`src/rtl/pq_pkg.sv`:
```
package pq_pkg;

  // Operation chosen by the address decoder or the trigger port
  typedef enum logic [2:0] {
    PQ_OP_NONE  = 3'd0,
    PQ_OP_TRIG  = 3'd1,
    PQ_OP_EOI   = 3'd2,
    PQ_OP_PEEK  = 3'd3,
    PQ_OP_SWAP  = 3'd4,
    PQ_OP_FORCE = 3'd5,
    PQ_OP_BADLD = 3'd6
  } pq_op_e;

  // State encoding: bit 1 = P (forwarded), bit 0 = Q (pending behind P)
  localparam logic [1:0] PQ_IDLE    = 2'b00;
  localparam logic [1:0] PQ_MASKED  = 2'b01;
  localparam logic [1:0] PQ_ACTIVE  = 2'b10;
  localparam logic [1:0] PQ_PENDING = 2'b11;

  // Offset field of a page
  localparam int OFF_W = 12;

endpackage

```
`src/rtl/pq_decode.sv`:
```
module pq_decode
  import pq_pkg::*;
#(
  parameter int NUM_SRC   = 16,
  parameter int PAGE_BITS = 12,
  parameter int TWO_PAGE  = 1,
  parameter int SRC_W     = $clog2(NUM_SRC),
  parameter int ADDR_W    = PAGE_BITS + TWO_PAGE + SRC_W
) (
  input  logic              valid,
  input  logic              load,
  input  logic [ADDR_W-1:0] addr,
  input  logic              store_eoi_en,
  output pq_op_e            op,
  output logic [SRC_W-1:0]  src,
  output logic [1:0]        set_val
);

  localparam int SRC_SHIFT = PAGE_BITS + TWO_PAGE;

  logic [OFF_W-1:0] off;
  logic             trig_page;
  logic             odd_trig_ok;
  logic             in_range;
  logic             unused_addr_bits;

  assign off     = addr[OFF_W-1:0];
  assign src     = addr[SRC_SHIFT +: SRC_W];
  assign set_val = off[9:8];
  assign in_range = ({1'b0, src} < (SRC_W+1)'(NUM_SRC));
  assign unused_addr_bits = ^addr;

  generate
    if (TWO_PAGE != 0) begin : g_two_page
      assign trig_page   = ~addr[PAGE_BITS];
      assign odd_trig_ok = 1'b0;
    end else begin : g_one_page
      assign trig_page   = 1'b0;
      assign odd_trig_ok = 1'b1;
    end
  endgenerate

  always_comb begin
    op = PQ_OP_NONE;
    if (valid) begin
      if (!in_range) begin
        op = load ? PQ_OP_BADLD : PQ_OP_NONE;
      end else if (load) begin
        if (trig_page) begin
          op = PQ_OP_BADLD;
        end else begin
          unique case (off[11:10])
            2'b00, 2'b01: op = PQ_OP_EOI;
            2'b10:        op = PQ_OP_PEEK;
            default:      op = PQ_OP_SWAP;
          endcase
        end
      end else begin
        if (trig_page) begin
          op = PQ_OP_TRIG;
        end else begin
          unique case (off[11:10])
            2'b00:   op = odd_trig_ok ? PQ_OP_TRIG : PQ_OP_NONE;
            2'b01:   op = store_eoi_en ? PQ_OP_EOI : PQ_OP_NONE;
            2'b10:   op = PQ_OP_NONE;
            default: op = PQ_OP_FORCE;
          endcase
        end
      end
    end
  end

endmodule

```
`src/rtl/pq_engine.sv`:
```
module pq_engine
  import pq_pkg::*;
#(
  parameter int DATA_W = 64
) (
  input  pq_op_e            op,
  input  logic [1:0]        cur,
  input  logic [1:0]        set_val,
  input  logic              lsi,
  input  logic              level,
  input  logic              bypass,
  output logic [1:0]        nxt,
  output logic              wr,
  output logic              ntf,
  output logic [DATA_W-1:0] rdata
);

  logic ret;

  always_comb begin
    nxt = cur;
    ntf = 1'b0;
    ret = 1'b0;
    unique case (op)
      PQ_OP_TRIG: begin
        if (bypass) begin
          ntf = 1'b1;
        end else if (lsi) begin
          if (cur == PQ_IDLE) begin
            nxt = PQ_ACTIVE;
            ntf = 1'b1;
          end
        end else begin
          unique case (cur)
            PQ_IDLE:    begin nxt = PQ_ACTIVE; ntf = 1'b1; end
            PQ_ACTIVE,
            PQ_PENDING: nxt = PQ_PENDING;
            default:    nxt = cur;
          endcase
        end
      end
      PQ_OP_EOI: begin
        if (!bypass) begin
          if (lsi) begin
            if (cur == PQ_PENDING) begin
              nxt = PQ_MASKED;
            end else if (cur == PQ_ACTIVE) begin
              if (level) begin
                ntf = 1'b1;
                ret = 1'b1;
              end else begin
                nxt = PQ_IDLE;
              end
            end
          end else begin
            if (cur == PQ_ACTIVE) begin
              nxt = PQ_IDLE;
            end else if (cur == PQ_PENDING) begin
              nxt = PQ_ACTIVE;
              ntf = 1'b1;
              ret = 1'b1;
            end
          end
        end
      end
      PQ_OP_SWAP, PQ_OP_FORCE: nxt = set_val;
      default: nxt = cur;
    endcase
  end

  assign wr = (nxt != cur);

  always_comb begin
    rdata = '0;
    unique case (op)
      PQ_OP_BADLD:             rdata = '1;
      PQ_OP_EOI:               rdata[0] = ret;
      PQ_OP_PEEK, PQ_OP_SWAP:  rdata[1:0] = cur;
      default:                 rdata = '0;
    endcase
  end

endmodule

```
`src/rtl/pq_state_bank.sv`:
```
module pq_state_bank #(
  parameter int         NUM_SRC  = 16,
  parameter logic [1:0] RESET_PQ = 2'b01,
  parameter int         SRC_W    = $clog2(NUM_SRC)
) (
  input  logic             clk,
  input  logic             rst_n,
  input  logic             wr_en,
  input  logic [SRC_W-1:0] wr_src,
  input  logic [1:0]       wr_val,
  output logic [1:0]       state [NUM_SRC]
);

  generate
    for (genvar i = 0; i < NUM_SRC; i++) begin : g_src
      always_ff @(posedge clk or negedge rst_n) begin
        if (!rst_n) begin
          state[i] <= RESET_PQ;
        end else if (wr_en && (wr_src == SRC_W'(i))) begin
          state[i] <= wr_val;
        end
      end
    end
  endgenerate

endmodule

```
`src/rtl/pq_source_ctl.sv`:
```
module pq_source_ctl
  import pq_pkg::*;
#(
  parameter int               NUM_SRC   = 16,
  parameter int               PAGE_BITS = 12,
  parameter int               TWO_PAGE  = 1,
  parameter int               DATA_W    = 64,
  parameter logic [1:0]       RESET_PQ  = 2'b01,
  parameter logic [NUM_SRC-1:0] LSI_MAP = '0,
  parameter int               SRC_W     = $clog2(NUM_SRC),
  parameter int               ADDR_W    = PAGE_BITS + TWO_PAGE + SRC_W
) (
  input  logic               clk,
  input  logic               rst_n,
  input  logic               pq_disable,
  input  logic               store_eoi_en,
  input  logic [NUM_SRC-1:0] lvl_in,
  input  logic               bus_valid,
  input  logic               bus_load,
  input  logic [ADDR_W-1:0]  bus_addr,
  output logic               rsp_valid,
  output logic [DATA_W-1:0]  rsp_data,
  input  logic               trig_valid,
  output logic               trig_ready,
  input  logic [SRC_W-1:0]   trig_src,
  output logic               notify_valid,
  output logic [SRC_W-1:0]   notify_src
);

  pq_op_e            dec_op;
  logic [SRC_W-1:0]  dec_src;
  logic [1:0]        dec_val;

  pq_op_e            sel_op;
  logic [SRC_W-1:0]  sel_src;
  logic [1:0]        sel_val;
  logic              trig_in_range;

  logic [1:0]        state [NUM_SRC];
  logic [1:0]        cur_pq;
  logic              cur_lsi;
  logic              cur_lvl;

  logic [1:0]        eng_nxt;
  logic              eng_wr;
  logic              eng_ntf;
  logic [DATA_W-1:0] eng_rdata;

  pq_decode #(
    .NUM_SRC  (NUM_SRC),
    .PAGE_BITS(PAGE_BITS),
    .TWO_PAGE (TWO_PAGE),
    .SRC_W    (SRC_W),
    .ADDR_W   (ADDR_W)
  ) u_decode (
    .valid       (bus_valid),
    .load        (bus_load),
    .addr        (bus_addr),
    .store_eoi_en(store_eoi_en),
    .op          (dec_op),
    .src         (dec_src),
    .set_val     (dec_val)
  );

  // Bus accesses win; the trigger port waits for an idle bus cycle
  assign trig_ready    = ~bus_valid;
  assign trig_in_range = ({1'b0, trig_src} < (SRC_W+1)'(NUM_SRC));

  always_comb begin
    sel_op  = PQ_OP_NONE;
    sel_src = trig_src;
    sel_val = '0;
    if (bus_valid) begin
      sel_op  = dec_op;
      sel_src = dec_src;
      sel_val = dec_val;
    end else if (trig_valid && trig_in_range) begin
      sel_op  = PQ_OP_TRIG;
    end
  end

  always_comb begin
    cur_pq  = '0;
    cur_lsi = 1'b0;
    cur_lvl = 1'b0;
    for (int i = 0; i < NUM_SRC; i++) begin
      if (sel_src == SRC_W'(i)) begin
        cur_pq  = state[i];
        cur_lsi = LSI_MAP[i];
        cur_lvl = lvl_in[i];
      end
    end
  end

  pq_engine #(
    .DATA_W(DATA_W)
  ) u_engine (
    .op     (sel_op),
    .cur    (cur_pq),
    .set_val(sel_val),
    .lsi    (cur_lsi),
    .level  (cur_lvl),
    .bypass (pq_disable),
    .nxt    (eng_nxt),
    .wr     (eng_wr),
    .ntf    (eng_ntf),
    .rdata  (eng_rdata)
  );

  pq_state_bank #(
    .NUM_SRC (NUM_SRC),
    .RESET_PQ(RESET_PQ),
    .SRC_W   (SRC_W)
  ) u_bank (
    .clk   (clk),
    .rst_n (rst_n),
    .wr_en (eng_wr),
    .wr_src(sel_src),
    .wr_val(eng_nxt),
    .state (state)
  );

  always_ff @(posedge clk or negedge rst_n) begin
    if (!rst_n) begin
      rsp_valid    <= 1'b0;
      rsp_data     <= '0;
      notify_valid <= 1'b0;
      notify_src   <= '0;
    end else begin
      rsp_valid    <= bus_valid & bus_load;
      rsp_data     <= (bus_valid & bus_load) ? eng_rdata : '0;
      notify_valid <= eng_ntf;
      notify_src   <= eng_ntf ? sel_src : '0;
    end
  end

endmodule

```
`config.mk`:
```
export PLATFORM = sky130hd
export DESIGN_NAME = pq_source_ctl
export DESIGN_NICKNAME = d
export VERILOG_FILES = /design/src/rtl/pq_pkg.sv /design/src/rtl/pq_decode.sv /design/src/rtl/pq_engine.sv /design/src/rtl/pq_state_bank.sv /design/src/rtl/pq_source_ctl.sv
export SDC_FILE = /design/constraint.sdc
export NUM_CORES = 1
export LEC_CHECK = 0
export CORE_MARGIN = 2
export CORE_UTILIZATION = 55
export CTS_BUF_LIST = sky130_fd_sc_hd__clkbuf_4
export DETAILED_ROUTE_END_ITERATION = 6
export PLACE_DENSITY = 0.89
export SYNTH_ARGS = -nofsm -noshare
export SYNTH_HDL_FRONTEND = slang
export SYNTH_HIERARCHICAL = 1
export SYNTH_SLANG_ARGS = --single-unit
```
`constraint.sdc`:
```
create_clock -name clk -period 6.4 [get_ports clk]
set_input_delay 1.28 -clock clk [delete_from_list [all_inputs] [get_ports clk]]
set_output_delay 1.28 -clock clk [all_outputs]
set_load 0.01 [all_outputs]
```
==> run_summary.xml, run 1 <==
<?xml version="1.0" encoding="UTF-8"?>
<metrics>
  <group name="route">
    <metric name="post-route-drc-count" unit="">0</metric>
    <metric name="detail_route.iter0.violations" unit="">224</metric>
    <metric name="wirelength" unit="um">11300</metric>
    <metric name="drt-vias-per-instance" unit="">5.66</metric>
    <metric name="routed_wire_per_std_cell" unit="um">16.8</metric>
    <metric name="detail_route.first_pass.iterations" unit="">6</metric>
    <metric name="postRouteAntennaNets" unit="">0</metric>
    <metric name="vias" unit="">3810</metric>
  </group>
  <group name="clocking">
    <metric name="cts_buffers" unit="">9</metric>
    <metric name="cts.hold.buffers_added" unit="">0</metric>
    <metric name="worst_skew_pair.late_latency" unit="ns">0.45</metric>
    <metric name="cts_tree" unit="">yes</metric>
    <metric name="cts-htree-levels" unit="">3</metric>
    <metric name="resized_gates_after_cts" unit="">0</metric>
    <metric name="clk_path_buf_depth" unit="">2</metric>
    <metric name="clock_transition_at_path_regs" unit="ns">0.16</metric>
    <metric name="postCtsSetupRepairBufs" unit="">0</metric>
    <metric name="clock-sinks" unit="">102</metric>
    <metric name="cts_root_buf" unit="">sky130_fd_sc_hd__clkbuf_4</metric>
  </group>
  <group name="cells_and_area">
    <metric name="design.final.nets" unit="">583</metric>
    <metric name="areaGrowthSynthToFinish" unit="%">14.7</metric>
    <metric name="antenna-diode-count" unit="">0</metric>
    <metric name="most-common-layout-cells" unit="">sky130_fd_sc_hd__clkdlybuf4s50_1, sky130_fd_sc_hd__dfrtp_1, sky130_fd_sc_hd__and3_1</metric>
    <metric name="stdcell_count" unit="">673</metric>
    <metric name="filler_cell_count" unit="">725</metric>
    <metric name="layout-drive-gt1-share" unit="">0.165</metric>
    <metric name="multi_input_area" unit="sq um">2060</metric>
    <metric name="final_core_utilization" unit="">0.655</metric>
    <metric name="final_design_area_no_fill" unit="sq um">6110</metric>
    <metric name="leading_cell_type_in_the_layout_fill_and_taps_excluded" unit="">sky130_fd_sc_hd__clkdlybuf4s50_1</metric>
    <metric name="regArea" unit="sq um">2570</metric>
  </group>
  <group name="logic_synthesis">
    <metric name="synth-edff-count" unit="">0</metric>
    <metric name="synth_area" unit="sq um">5330</metric>
    <metric name="async_reset_ff_frac" unit="">1.00</metric>
    <metric name="synth.top_cells.by_area" unit="">sky130_fd_sc_hd__dfrtp_1, sky130_fd_sc_hd__buf_4, sky130_fd_sc_hd__dfstp_2</metric>
    <metric name="ys_types" unit="">64</metric>
    <metric name="synth_flop_cell" unit="">sky130_fd_sc_hd__dfrtp_1</metric>
    <metric name="fraction_of_post_synthesis_cell_area_in_the_top_cell_type_by_area" unit="">0.404</metric>
    <metric name="synthCells" unit="">506</metric>
    <metric name="synth_warnings" unit="">6</metric>
    <metric name="yosys.area.top_type" unit="">sky130_fd_sc_hd__dfrtp_1</metric>
    <metric name="synth.yosys.seq_area_share" unit="">0.483</metric>
    <metric name="synthesis.area_per_instance" unit="sq um">10.5</metric>
    <metric name="post_synthesis_register_bit_count" unit="">102</metric>
  </group>
  <group name="timing">
    <metric name="min_period" unit="ns">5.37</metric>
    <metric name="finalHoldViolCount" unit="">0</metric>
    <metric name="setup_viol" unit="">0</metric>
    <metric name="slew_headroom" unit="">0.477</metric>
    <metric name="final_count_of_pins_violating_max_slew" unit="">0</metric>
    <metric name="final_critical_path_setup_slack" unit="ns">1.03</metric>
    <metric name="timing.fmax" unit="GHz">0.186</metric>
    <metric name="finClkSkew" unit="ns">0.00711</metric>
    <metric name="timing.hold.ws" unit="ns">0.534</metric>
    <metric name="period_share" unit="">0.839</metric>
    <metric name="rsz0062_at_grt" unit="">no</metric>
    <metric name="final.setup.tns" unit="ns">0</metric>
    <metric name="tightestPinTransition" unit="ns">0.785</metric>
  </group>
  <group name="global_routing">
    <metric name="number_of_global_route_vias_before_repair" unit="">3733</metric>
    <metric name="globalRoute.totalOverflow" unit="">0</metric>
    <metric name="antenna_found_initial" unit="">0</metric>
    <metric name="grt.total_usage" unit="">0.223</metric>
    <metric name="grt_pass1_wl" unit="um">18100</metric>
    <metric name="grt_start_max_net_pins" unit="">68</metric>
  </group>
  <group name="place">
    <metric name="dp.cells" unit="">657</metric>
    <metric name="place.gp.congestion" unit="">0.901</metric>
    <metric name="numPortBuffers" unit="">106</metric>
    <metric name="dpl-instance-area" unit="sq um">5970</metric>
    <metric name="place.detailed.hpwl" unit="um">7950</metric>
    <metric name="place_ws" unit="ns">0.696</metric>
  </group>
  <group name="flow_run">
    <metric name="maxCapViolCount" unit="">0</metric>
  </group>
  <group name="setup_path">
    <metric name="cp-start-kind" unit="">input pin</metric>
    <metric name="arrival" unit="ns">5.72</metric>
    <metric name="critPathRequiredTime" unit="ns">6.75</metric>
    <metric name="timing.critical_path.to_type" unit="">flip-flop</metric>
    <metric name="critical_path_peak_fanout" unit="">15</metric>
    <metric name="kind_of_critical_path" unit="">in -&gt; reg</metric>
  </group>
  <group name="power">
    <metric name="power.switching_fraction" unit="">0.308</metric>
    <metric name="power.static_leakage" unit="nW">2.89</metric>
    <metric name="total_power" unit="mW">1.49</metric>
    <metric name="p_clk_frac" unit="">0.217</metric>
    <metric name="power.ir.vdd_worst" unit="V">0.000139</metric>
    <metric name="seq_power_share" unit="">0.548</metric>
    <metric name="switchingPower" unit="mW">0.460</metric>
    <metric name="p_per_area" unit="nW/um^2">244</metric>
    <metric name="intPower" unit="mW">1.03</metric>
    <metric name="p_comb_frac" unit="">0.234</metric>
  </group>
  <group name="status">
    <metric name="status" unit="">finished, final reports clean</metric>
  </group>
  <group name="floorplanning">
    <metric name="num_io_pins" unit="">115</metric>
    <metric name="dieHeight" unit="um">102</metric>
    <metric name="core-area" unit="sq um">9330</metric>
    <metric name="floorplan.die_area" unit="sq um">10500</metric>
    <metric name="num_rows" unit="">35</metric>
    <metric name="die_width" unit="um">102</metric>
    <metric name="initial_core_util" unit="">0.571</metric>
  </group>
  <group name="min_path">
    <metric name="min_path_type" unit="">reg -&gt; reg</metric>
  </group>
</metrics>
[Yosys cell counts (all sizes together), types with 4 or more instances]
cell,count
dfrtp,86
buf,77
and3,65
nor2,44
mux2,34
clkbuf,17
dfstp,16
inv,16
o21ai,16
nand2,14
and2,11
nand2b,10
a22oi,8
a21oi,7
nand3,7
nor2b,7
o22ai,6
nand3b,5
o32ai,5
a32oi,4
[kinds of logic (layout without fill, tap and decap cells)]
family / count (synthesis) / count (layout) / share of synthesized area
other cells: 1 / 3 / 0.000704
mux: 35 / 35 / 0.0789
buf+inv: 111 / 147 / 0.132
flops: 102 / 102 / 0.483
compound gates: 74 / 74 / 0.106
simple gates: 181 / 181 / 0.196
xor+xnor: 2 / 2 / 0.00329
[state kept, by name, indices dropped and copies added (netlist names)]
signal	count
notify_src	4
notify_valid	1
rsp_data	64
rsp_valid	1
u_bank/state	32
[worst max-delay path, stage by stage]
cell and delay, ns:
sky130_fd_sc_hd__clkdlybuf4s50_1 0.84, sky130_fd_sc_hd__o22ai_2 0.34, sky130_fd_sc_hd__a222oi_1 0.45, sky130_fd_sc_hd__nor2_1 0.07
sky130_fd_sc_hd__a221o_1 0.28, sky130_fd_sc_hd__o21ai_1 0.38, sky130_fd_sc_hd__nor3b_4 0.38, sky130_fd_sc_hd__a221oi_2 0.14
sky130_fd_sc_hd__o41ai_1 0.40, sky130_fd_sc_hd__a21o_1 0.22, sky130_fd_sc_hd__nor3b_2 0.33, sky130_fd_sc_hd__nor2b_1 0.24
sky130_fd_sc_hd__mux2_2 0.35
[per-layer routing]
layer	vias to the layer above	share of wire	track usage
li1	1771	-	-
met1	1848	0.41	0.288
met2	168	0.50	0.367
met3	23	0.068	0.0431
met4	0	0.023	0.0944
met5	-	0	0
[final cells by class]
class,instances,share of cell area
Clock inverter,6,0.0111
Inverter,17,0.0104
Tap cell,129,0.0264
Multi-Input combinational cell,295,0.337
Timing Repair Buffer,114,0.182
Clock buffer,10,0.0123
Sequential cell,102,0.421
[power by group through the flow]
stage | sequential [mW] | combinational [mW] | clock, mW
after global placement | 0.824 | 0.330 | 0
after floorplan | 0.813 | 0.249 | 0
final | 0.819 | 0.350 | 0.325
after CTS | 0.819 | 0.346 | 0.335
after global routing | 0.833 | 0.383 | 0.359
after detailed placement | 0.832 | 0.344 | 0
[path summary, 6_finish.rpt]
kind | slack, ns | to | cells after the start | from
max | 1.03 | u_bank/state[25] | 13 | trig_src[0]
min | 0.53 | u_bank/state[3] | 1 | u_bank/state[3]
max reg2reg | 2.58 | u_bank/state[25] | 12 | u_bank/state[19]
min reg2reg | 0.53 | u_bank/state[3] | 1 | u_bank/state[3]
max in group asynchronous | 4.52 | rsp_data[0] | 2 | rst_n
min in group asynchronous | 0.74 | rsp_data[48] | 1 | rst_n
No activity file was read; power rests on OpenSTA's default activity.
==> inputs of run 2 (changes only) <==
--- a/config.mk
+++ b/config.mk
@@ -6,10 +6,10 @@
 export NUM_CORES = 1
 export LEC_CHECK = 0
 export CORE_MARGIN = 2
-export CORE_UTILIZATION = 55
+export CORE_UTILIZATION = 49
 export CTS_BUF_LIST = sky130_fd_sc_hd__clkbuf_4
 export DETAILED_ROUTE_END_ITERATION = 6
-export PLACE_DENSITY = 0.89
+export PLACE_DENSITY = 0.84
 export SYNTH_ARGS = -nofsm -noshare
 export SYNTH_HDL_FRONTEND = slang
 export SYNTH_HIERARCHICAL = 1
==> constraint.sdc (replaced) <==
create_clock -name clk -period 4.8 [get_ports clk]
set_input_delay 0.96 -clock clk [delete_from_list [all_inputs] [get_ports clk]]
set_output_delay 0.96 -clock clk [all_outputs]
set_load 0.01 [all_outputs]
==> run 2 against run 1 <==
Compared with the run above: sequential power up 34%; non-clock buffer count up 24; total power up 35%; clock skew up 0.0023 ns; cell count up 5.1%; global-route usage down 1.4 points; count of clock-buffer cells in the layout down 1; critical path type unchanged; largest cell class unchanged; highest routed layer unchanged.
==> run_summary.xml, run 2 (same netlist as run 1, synthesis figures left out) <==
<?xml version="1.0" encoding="UTF-8"?>
<metrics>
  <group name="cells_and_area">
    <metric name="final_design_area_no_fill" unit="sq um">6290</metric>
    <metric name="design.final.nets" unit="">607</metric>
    <metric name="regArea" unit="sq um">2570</metric>
    <metric name="largest_register_ffs" unit="">64</metric>
    <metric name="multi_input_area" unit="sq um">2060</metric>
    <metric name="layout-drive-gt1-share" unit="">0.199</metric>
    <metric name="reg_top3" unit="">rsp_data: 64 flops, u_bank/state: 32 flops, notify_src: 4 flops</metric>
    <metric name="most-common-layout-cells" unit="">sky130_fd_sc_hd__clkdlybuf4s50_1, sky130_fd_sc_hd__dfrtp_1, sky130_fd_sc_hd__and3_1</metric>
    <metric name="largest-register" unit="">rsp_data</metric>
    <metric name="antenna-diode-count" unit="">0</metric>
    <metric name="filler_cell_count" unit="">914</metric>
    <metric name="final_core_utilization" unit="">0.585</metric>
    <metric name="areaGrowthSynthToFinish" unit="%">18.1</metric>
    <metric name="leading_cell_type_in_the_layout_fill_and_taps_excluded" unit="">sky130_fd_sc_hd__clkdlybuf4s50_1</metric>
  </group>
  <group name="setup_path">
    <metric name="kind_of_critical_path" unit="">in -&gt; reg</metric>
    <metric name="critPathRequiredTime" unit="ns">5.16</metric>
    <metric name="crit_path_top_delay_cell" unit="">sky130_fd_sc_hd__clkdlybuf4s50_1</metric>
    <metric name="timing.critical_path.to_type" unit="">flip-flop</metric>
    <metric name="path_common_cell" unit="">sky130_fd_sc_hd__nor2_1</metric>
    <metric name="worst_path_largest_cell_delay" unit="ns">0.59</metric>
    <metric name="critical_path_peak_fanout" unit="">7</metric>
    <metric name="cp-start-kind" unit="">input pin</metric>
    <metric name="arrival" unit="ns">4.76</metric>
    <metric name="crit_chain" unit="">clkdlybuf4s50_1, nand2b_1, o22ai_2, a222oi_1, nor2_1, a221o_1, o21ai_1, nor3b_4, a221oi_2, o41ai_1, a21o_1, nand3b_1, buf_4, nor2_1, mux2_2</metric>
  </group>
  <group name="global_routing">
    <metric name="antenna_found_initial" unit="">0</metric>
    <metric name="grt.total_usage" unit="">0.209</metric>
    <metric name="grt_start_max_net_pins" unit="">74</metric>
    <metric name="globalRoute.totalOverflow" unit="">0</metric>
    <metric name="grt_pass1_wl" unit="um">18900</metric>
    <metric name="number_of_global_route_vias_before_repair" unit="">3779</metric>
  </group>
  <group name="floorplanning">
    <metric name="die_width" unit="um">108</metric>
    <metric name="num_io_pins" unit="">115</metric>
    <metric name="num_rows" unit="">38</metric>
    <metric name="dieHeight" unit="um">108</metric>
    <metric name="core-area" unit="sq um">10700</metric>
    <metric name="initial_core_util" unit="">0.496</metric>
    <metric name="floorplan.die_area" unit="sq um">11700</metric>
  </group>
  <group name="timing">
    <metric name="tightestPinTransition" unit="ns">0.683</metric>
    <metric name="slew_headroom" unit="">0.544</metric>
    <metric name="setup_viol" unit="">0</metric>
    <metric name="min_period" unit="ns">4.41</metric>
    <metric name="final_critical_path_setup_slack" unit="ns">0.394</metric>
    <metric name="finClkSkew" unit="ns">0.00945</metric>
    <metric name="rsz0062_at_grt" unit="">no</metric>
    <metric name="timing.fmax" unit="GHz">0.227</metric>
    <metric name="final.setup.tns" unit="ns">0</metric>
    <metric name="finalHoldViolCount" unit="">0</metric>
    <metric name="period_share" unit="">0.918</metric>
    <metric name="final_count_of_pins_violating_max_slew" unit="">0</metric>
    <metric name="timing.hold.ws" unit="ns">0.517</metric>
  </group>
  <group name="place">
    <metric name="numPortBuffers" unit="">106</metric>
    <metric name="place_ws" unit="ns">0.00246</metric>
    <metric name="place.gp.congestion" unit="">0.926</metric>
    <metric name="dpl-instance-area" unit="sq um">6160</metric>
    <metric name="place.detailed.hpwl" unit="um">8420</metric>
  </group>
  <group name="route">
    <metric name="vias" unit="">3924</metric>
    <metric name="detail_route.iter0.violations" unit="">310</metric>
    <metric name="routed_wire_per_std_cell" unit="um">16.8</metric>
    <metric name="postRouteAntennaNets" unit="">0</metric>
    <metric name="drt-vias-per-instance" unit="">5.55</metric>
    <metric name="detail_route.first_pass.iterations" unit="">7</metric>
    <metric name="post-route-drc-count" unit="">0</metric>
    <metric name="wirelength" unit="um">11900</metric>
  </group>
  <group name="power">
    <metric name="power.ir.vdd_worst" unit="V">0.000151</metric>
    <metric name="intPower" unit="mW">1.39</metric>
    <metric name="p_per_area" unit="nW/um^2">319</metric>
    <metric name="p_comb_frac" unit="">0.249</metric>
    <metric name="power.static_leakage" unit="nW">3.00</metric>
    <metric name="power.switching_fraction" unit="">0.308</metric>
    <metric name="seq_power_share" unit="">0.548</metric>
    <metric name="p_clk_frac" unit="">0.203</metric>
    <metric name="switchingPower" unit="mW">0.619</metric>
  </group>
  <group name="clocking">
    <metric name="resized_gates_after_cts" unit="">0</metric>
    <metric name="postCtsSetupRepairBufs" unit="">0</metric>
    <metric name="cts-htree-levels" unit="">3</metric>
    <metric name="cts.hold.buffers_added" unit="">0</metric>
    <metric name="clk_path_buf_depth" unit="">2</metric>
    <metric name="worst_skew_pair.late_latency" unit="ns">0.45</metric>
    <metric name="cts_root_buf" unit="">sky130_fd_sc_hd__clkbuf_4</metric>
    <metric name="cts_tree" unit="">yes</metric>
    <metric name="clock-sinks" unit="">102</metric>
    <metric name="cts_buffers" unit="">9</metric>
    <metric name="clock_transition_at_path_regs" unit="ns">0.17</metric>
  </group>
  <group name="flow_run">
    <metric name="maxCapViolCount" unit="">0</metric>
  </group>
  <group name="status">
    <metric name="status" unit="">finished, final reports clean</metric>
  </group>
  <group name="min_path">
    <metric name="min_path_type" unit="">in -&gt; async</metric>
  </group>
</metrics>
==> run 2: changes by cell type in the layout (fill, tap and decap cells not counted), sizes merged <==
| cell | previous run | this run |
|---|---|---|
| clkbuf | 10 | 9 |
| buf | 10 | 34 |
| inv | 19 | 17 |
| clkinvlp | 0 | 2 |
==> run 2: power groups by stage <==
stage,Sequential (mW),Combinational [mW],Clock (mW)
6_report,1.10,0.500,0.408
5_1_grt,1.12,0.544,0.466
4_1_cts,1.10,0.498,0.420
3_5_place_dp,1.11,0.494,0
3_3_place_gp,1.10,0.477,0
2_1_floorplan,1.08,0.332,0
==> run 2: per-layer routing <==
layer | vias up | GRT usage | wire [um]
li1 | 1816 | - | -
met1 | 1954 | 0.273 | 4980
met2 | 134 | 0.351 | 6060
met3 | 20 | 0.0356 | 638
met4 | 0 | 0.0733 | 232
met5 | - | 0 | 0
==> run 2: stage by stage <==
stage	power, mW	cells
after detailed placement	1.61	692
after global placement	1.58	692
final	2.01	707
after global routing	2.13	707
after floorplan	1.42	508
after CTS	2.02	707
==> run 2: worst max-delay path: cells and delay by family <==
| kind | cells | cell delay, ns |
|---|---|---|
| buf+inv | 2 | 0.75 |
| mux | 1 | 0.37 |
| simple gates | 5 | 0.90 |
| compound gates | 7 | 1.79 |
==> run 2: layout make-up <==
type                            count  area share
Clock buffer                        9      0.0107
Clock inverter                      6     0.00955
Inverter                           17      0.0101
Multi-Input combinational cell    295       0.327
Sequential cell                   102       0.409
Tap cell                          140      0.0278
Timing Repair Buffer              138       0.206
==> run 2: worst paths after layout <==
| kind | cells past startpoint | to | slack, ns | from |
|---|---|---|---|---|
| min in group clk | 1 | u_bank/state[9] | 0.53 | u_bank/state[9] |
| max | 15 | u_bank/state[13] | 0.39 | bus_addr[13] |
| min reg2reg | 1 | u_bank/state[9] | 0.53 | u_bank/state[9] |
| max in group asynchronous | 2 | u_bank/state[20] | 3.23 | rst_n |
| min | 1 | rsp_valid | 0.52 | rst_n |
| max reg2reg | 15 | u_bank/state[13] | 1.22 | u_bank/state[14] |
==> inputs of run 3 (changes only) <==
==> constraint.sdc (replaced) <==
create_clock -name clk -period 4.8 [get_ports clk]
set_input_delay 1.2 -clock clk [delete_from_list [all_inputs] [get_ports clk]]
set_output_delay 1.2 -clock clk [all_outputs]
set_load 0.01 [all_outputs]
==> run 3 against run 2 <==
Compared with the run above: clock power hardly changed; design area grew 0.99%; non-clock buffer count is 7 higher; cell count increased by 1.1%; count of clock-buffer cells in the layout is 1 higher.
==> run_summary.xml, run 3 (same netlist as run 1, synthesis figures left out) <==
<?xml version="1.0" encoding="UTF-8"?>
<metrics>
  <group name="status">
    <metric name="status" unit="">finished, final reports clean</metric>
  </group>
  <group name="flow_run">
    <metric name="maxCapViolCount" unit="">0</metric>
  </group>
  <group name="cells_and_area">
    <metric name="largest-register" unit="">rsp_data</metric>
    <metric name="layout-drive-gt1-share" unit="">0.210</metric>
    <metric name="design.final.nets" unit="">614</metric>
    <metric name="areaGrowthSynthToFinish" unit="%">19.2</metric>
    <metric name="final_core_utilization" unit="">0.591</metric>
    <metric name="largest_register_ffs" unit="">64</metric>
    <metric name="leading_cell_type_in_the_layout_fill_and_taps_excluded" unit="">sky130_fd_sc_hd__clkdlybuf4s50_1</metric>
    <metric name="antenna-diode-count" unit="">0</metric>
    <metric name="most-common-layout-cells" unit="">sky130_fd_sc_hd__clkdlybuf4s50_1, sky130_fd_sc_hd__dfrtp_1, sky130_fd_sc_hd__and3_1</metric>
    <metric name="reg_top3" unit="">rsp_data: 64 flops, u_bank/state: 32 flops, notify_src: 4 flops</metric>
    <metric name="final_design_area_no_fill" unit="sq um">6350</metric>
  </group>
  <group name="setup_path">
    <metric name="worst_path_largest_cell_delay" unit="ns">0.88</metric>
    <metric name="kind_of_critical_path" unit="">in -&gt; reg</metric>
    <metric name="worstRegToRegCells" unit="">11</metric>
    <metric name="crit_path_top_delay_cell" unit="">sky130_fd_sc_hd__o21ai_1</metric>
    <metric name="timing.critical_path.to_type" unit="">flip-flop</metric>
    <metric name="path_common_cell" unit="">sky130_fd_sc_hd__o21ai_1</metric>
    <metric name="setup.reg_to_reg.worst_slack" unit="ns">1.13</metric>
    <metric name="cp-start-kind" unit="">input pin</metric>
    <metric name="crit_chain" unit="">clkdlybuf4s50_1, nand2b_2, mux2i_4, a222oi_1, nor2_1, a221o_1, o21ai_1, nor3b_4, a221oi_2, or3_1, o21ai_1, mux2_2</metric>
    <metric name="rr_endpoint" unit="">u_bank/state[1]</metric>
    <metric name="crit-reg2reg-launch" unit="">u_bank/state[14]</metric>
    <metric name="critical_path_peak_fanout" unit="">16</metric>
    <metric name="arrival" unit="ns">4.97</metric>
    <metric name="critPathRequiredTime" unit="ns">5.17</metric>
  </group>
  <group name="route">
    <metric name="detail_route.first_pass.iterations" unit="">5</metric>
    <metric name="post-route-drc-count" unit="">0</metric>
    <metric name="wirelength" unit="um">11600</metric>
    <metric name="detail_route.iter0.violations" unit="">330</metric>
    <metric name="postRouteAntennaNets" unit="">0</metric>
    <metric name="vias" unit="">3945</metric>
    <metric name="routed_wire_per_std_cell" unit="um">16.2</metric>
    <metric name="drt-vias-per-instance" unit="">5.52</metric>
  </group>
  <group name="clocking">
    <metric name="cts_buffers" unit="">9</metric>
    <metric name="cts.hold.buffers_added" unit="">0</metric>
    <metric name="cts_tree" unit="">yes</metric>
    <metric name="resized_gates_after_cts" unit="">0</metric>
    <metric name="postCtsSetupRepairBufs" unit="">0</metric>
    <metric name="clock_transition_at_path_regs" unit="ns">0.13</metric>
    <metric name="worst_skew_pair.late_latency" unit="ns">0.44</metric>
    <metric name="clk_path_buf_depth" unit="">2</metric>
    <metric name="cts_root_buf" unit="">sky130_fd_sc_hd__clkbuf_4</metric>
    <metric name="clock-sinks" unit="">102</metric>
    <metric name="cts-htree-levels" unit="">3</metric>
  </group>
  <group name="timing">
    <metric name="tightestPinTransition" unit="ns">1.32</metric>
    <metric name="setup_viol" unit="">0</metric>
    <metric name="period_share" unit="">0.958</metric>
    <metric name="slew_headroom" unit="">0.123</metric>
    <metric name="finClkSkew" unit="ns">0.0173</metric>
    <metric name="rsz0062_at_grt" unit="">no</metric>
    <metric name="timing.hold.ws" unit="ns">0.523</metric>
    <metric name="final_count_of_pins_violating_max_slew" unit="">0</metric>
    <metric name="final_critical_path_setup_slack" unit="ns">0.200</metric>
    <metric name="timing.fmax" unit="GHz">0.217</metric>
    <metric name="min_period" unit="ns">4.60</metric>
    <metric name="finalHoldViolCount" unit="">0</metric>
  </group>
  <group name="place">
    <metric name="place_ws" unit="ns">-0.231</metric>
    <metric name="place.gp.congestion" unit="">0.953</metric>
    <metric name="numPortBuffers" unit="">106</metric>
    <metric name="place.detailed.hpwl" unit="um">8310</metric>
    <metric name="dpl-instance-area" unit="sq um">6230</metric>
  </group>
  <group name="floorplanning">
    <metric name="die_width" unit="um">108</metric>
    <metric name="num_rows" unit="">38</metric>
    <metric name="num_io_pins" unit="">115</metric>
    <metric name="floorplan.die_area" unit="sq um">11700</metric>
    <metric name="dieHeight" unit="um">108</metric>
    <metric name="initial_core_util" unit="">0.496</metric>
    <metric name="core-area" unit="sq um">10700</metric>
  </group>
  <group name="global_routing">
    <metric name="grt_start_max_net_pins" unit="">76</metric>
    <metric name="number_of_global_route_vias_before_repair" unit="">3817</metric>
    <metric name="globalRoute.totalOverflow" unit="">0</metric>
    <metric name="grt.total_usage" unit="">0.204</metric>
    <metric name="antenna_found_initial" unit="">0</metric>
    <metric name="grt_pass1_wl" unit="um">18700</metric>
  </group>
  <group name="min_path">
    <metric name="hold_start" unit="">u_bank/state[11]</metric>
    <metric name="timing.hold.worst_path_depth" unit="">1</metric>
    <metric name="min_path_type" unit="">reg -&gt; reg</metric>
    <metric name="hold-path-endpoint" unit="">u_bank/state[11]</metric>
  </group>
  <group name="power">
    <metric name="power.ir.vdd_worst" unit="V">0.000141</metric>
    <metric name="p_per_area" unit="nW/um^2">315</metric>
    <metric name="total_power" unit="mW">2.00</metric>
    <metric name="power.static_leakage" unit="nW">3.04</metric>
  </group>
</metrics>
-- run 3: worst max-delay path, delay by kind of cell --
kind                   cells  cell delay, ns
AO/OA/AOI/OAI              5            1.82
buffers and inverters      1            0.58
multiplexers               2            0.44
AND/OR/NAND/NOR            4            0.93
-- run 3: routing by layer --
metal | wire length [um] | GRT usage
met1 | 4980 | 0.270
met2 | 5780 | 0.342
met3 | 691 | 0.0410
met4 | 161 | 0.0577
met5 | 0 | 0
-- run 3: cell type report --
type	instances	area [sq um]
clock buffer	10	75.1
clock inverter	6	50.0
fill	917	4390
inverter	17	63.8
multi-input combinational	295	2060
sequential	102	2570
tap	140	175
timing repair buffer	145	1360
-- run 3: through the flow --
stage                     TNS (ns)  instances
final                            0        715
after global routing             0        715
after CTS                        0        715
after detailed placement     -5.97        699
after global placement       -1.71        699
after floorplan                  0        508
-- run 3: worst max-delay path by stage --
stage / start / end / cells after the start
2_1_floorplan: bus_addr[14] / u_bank/state[15] / 15
3_3_place_gp: trig_src[1] / u_bank/state[25] / 12
3_5_place_dp: trig_src[1] / u_bank/state[21] / 12
4_1_cts: trig_src[1] / u_bank/state[21] / 12
5_1_grt: trig_src[1] / u_bank/state[4] / 13
6_report: trig_src[1] / u_bank/state[1] / 12
-- run 3: power by group --
group	internal [mW]	total (mW)	switching, mW
Sequential	1.02	1.09	0.0748
Clock	0.121	0.406	0.285
Combinational	0.262	0.505	0.243
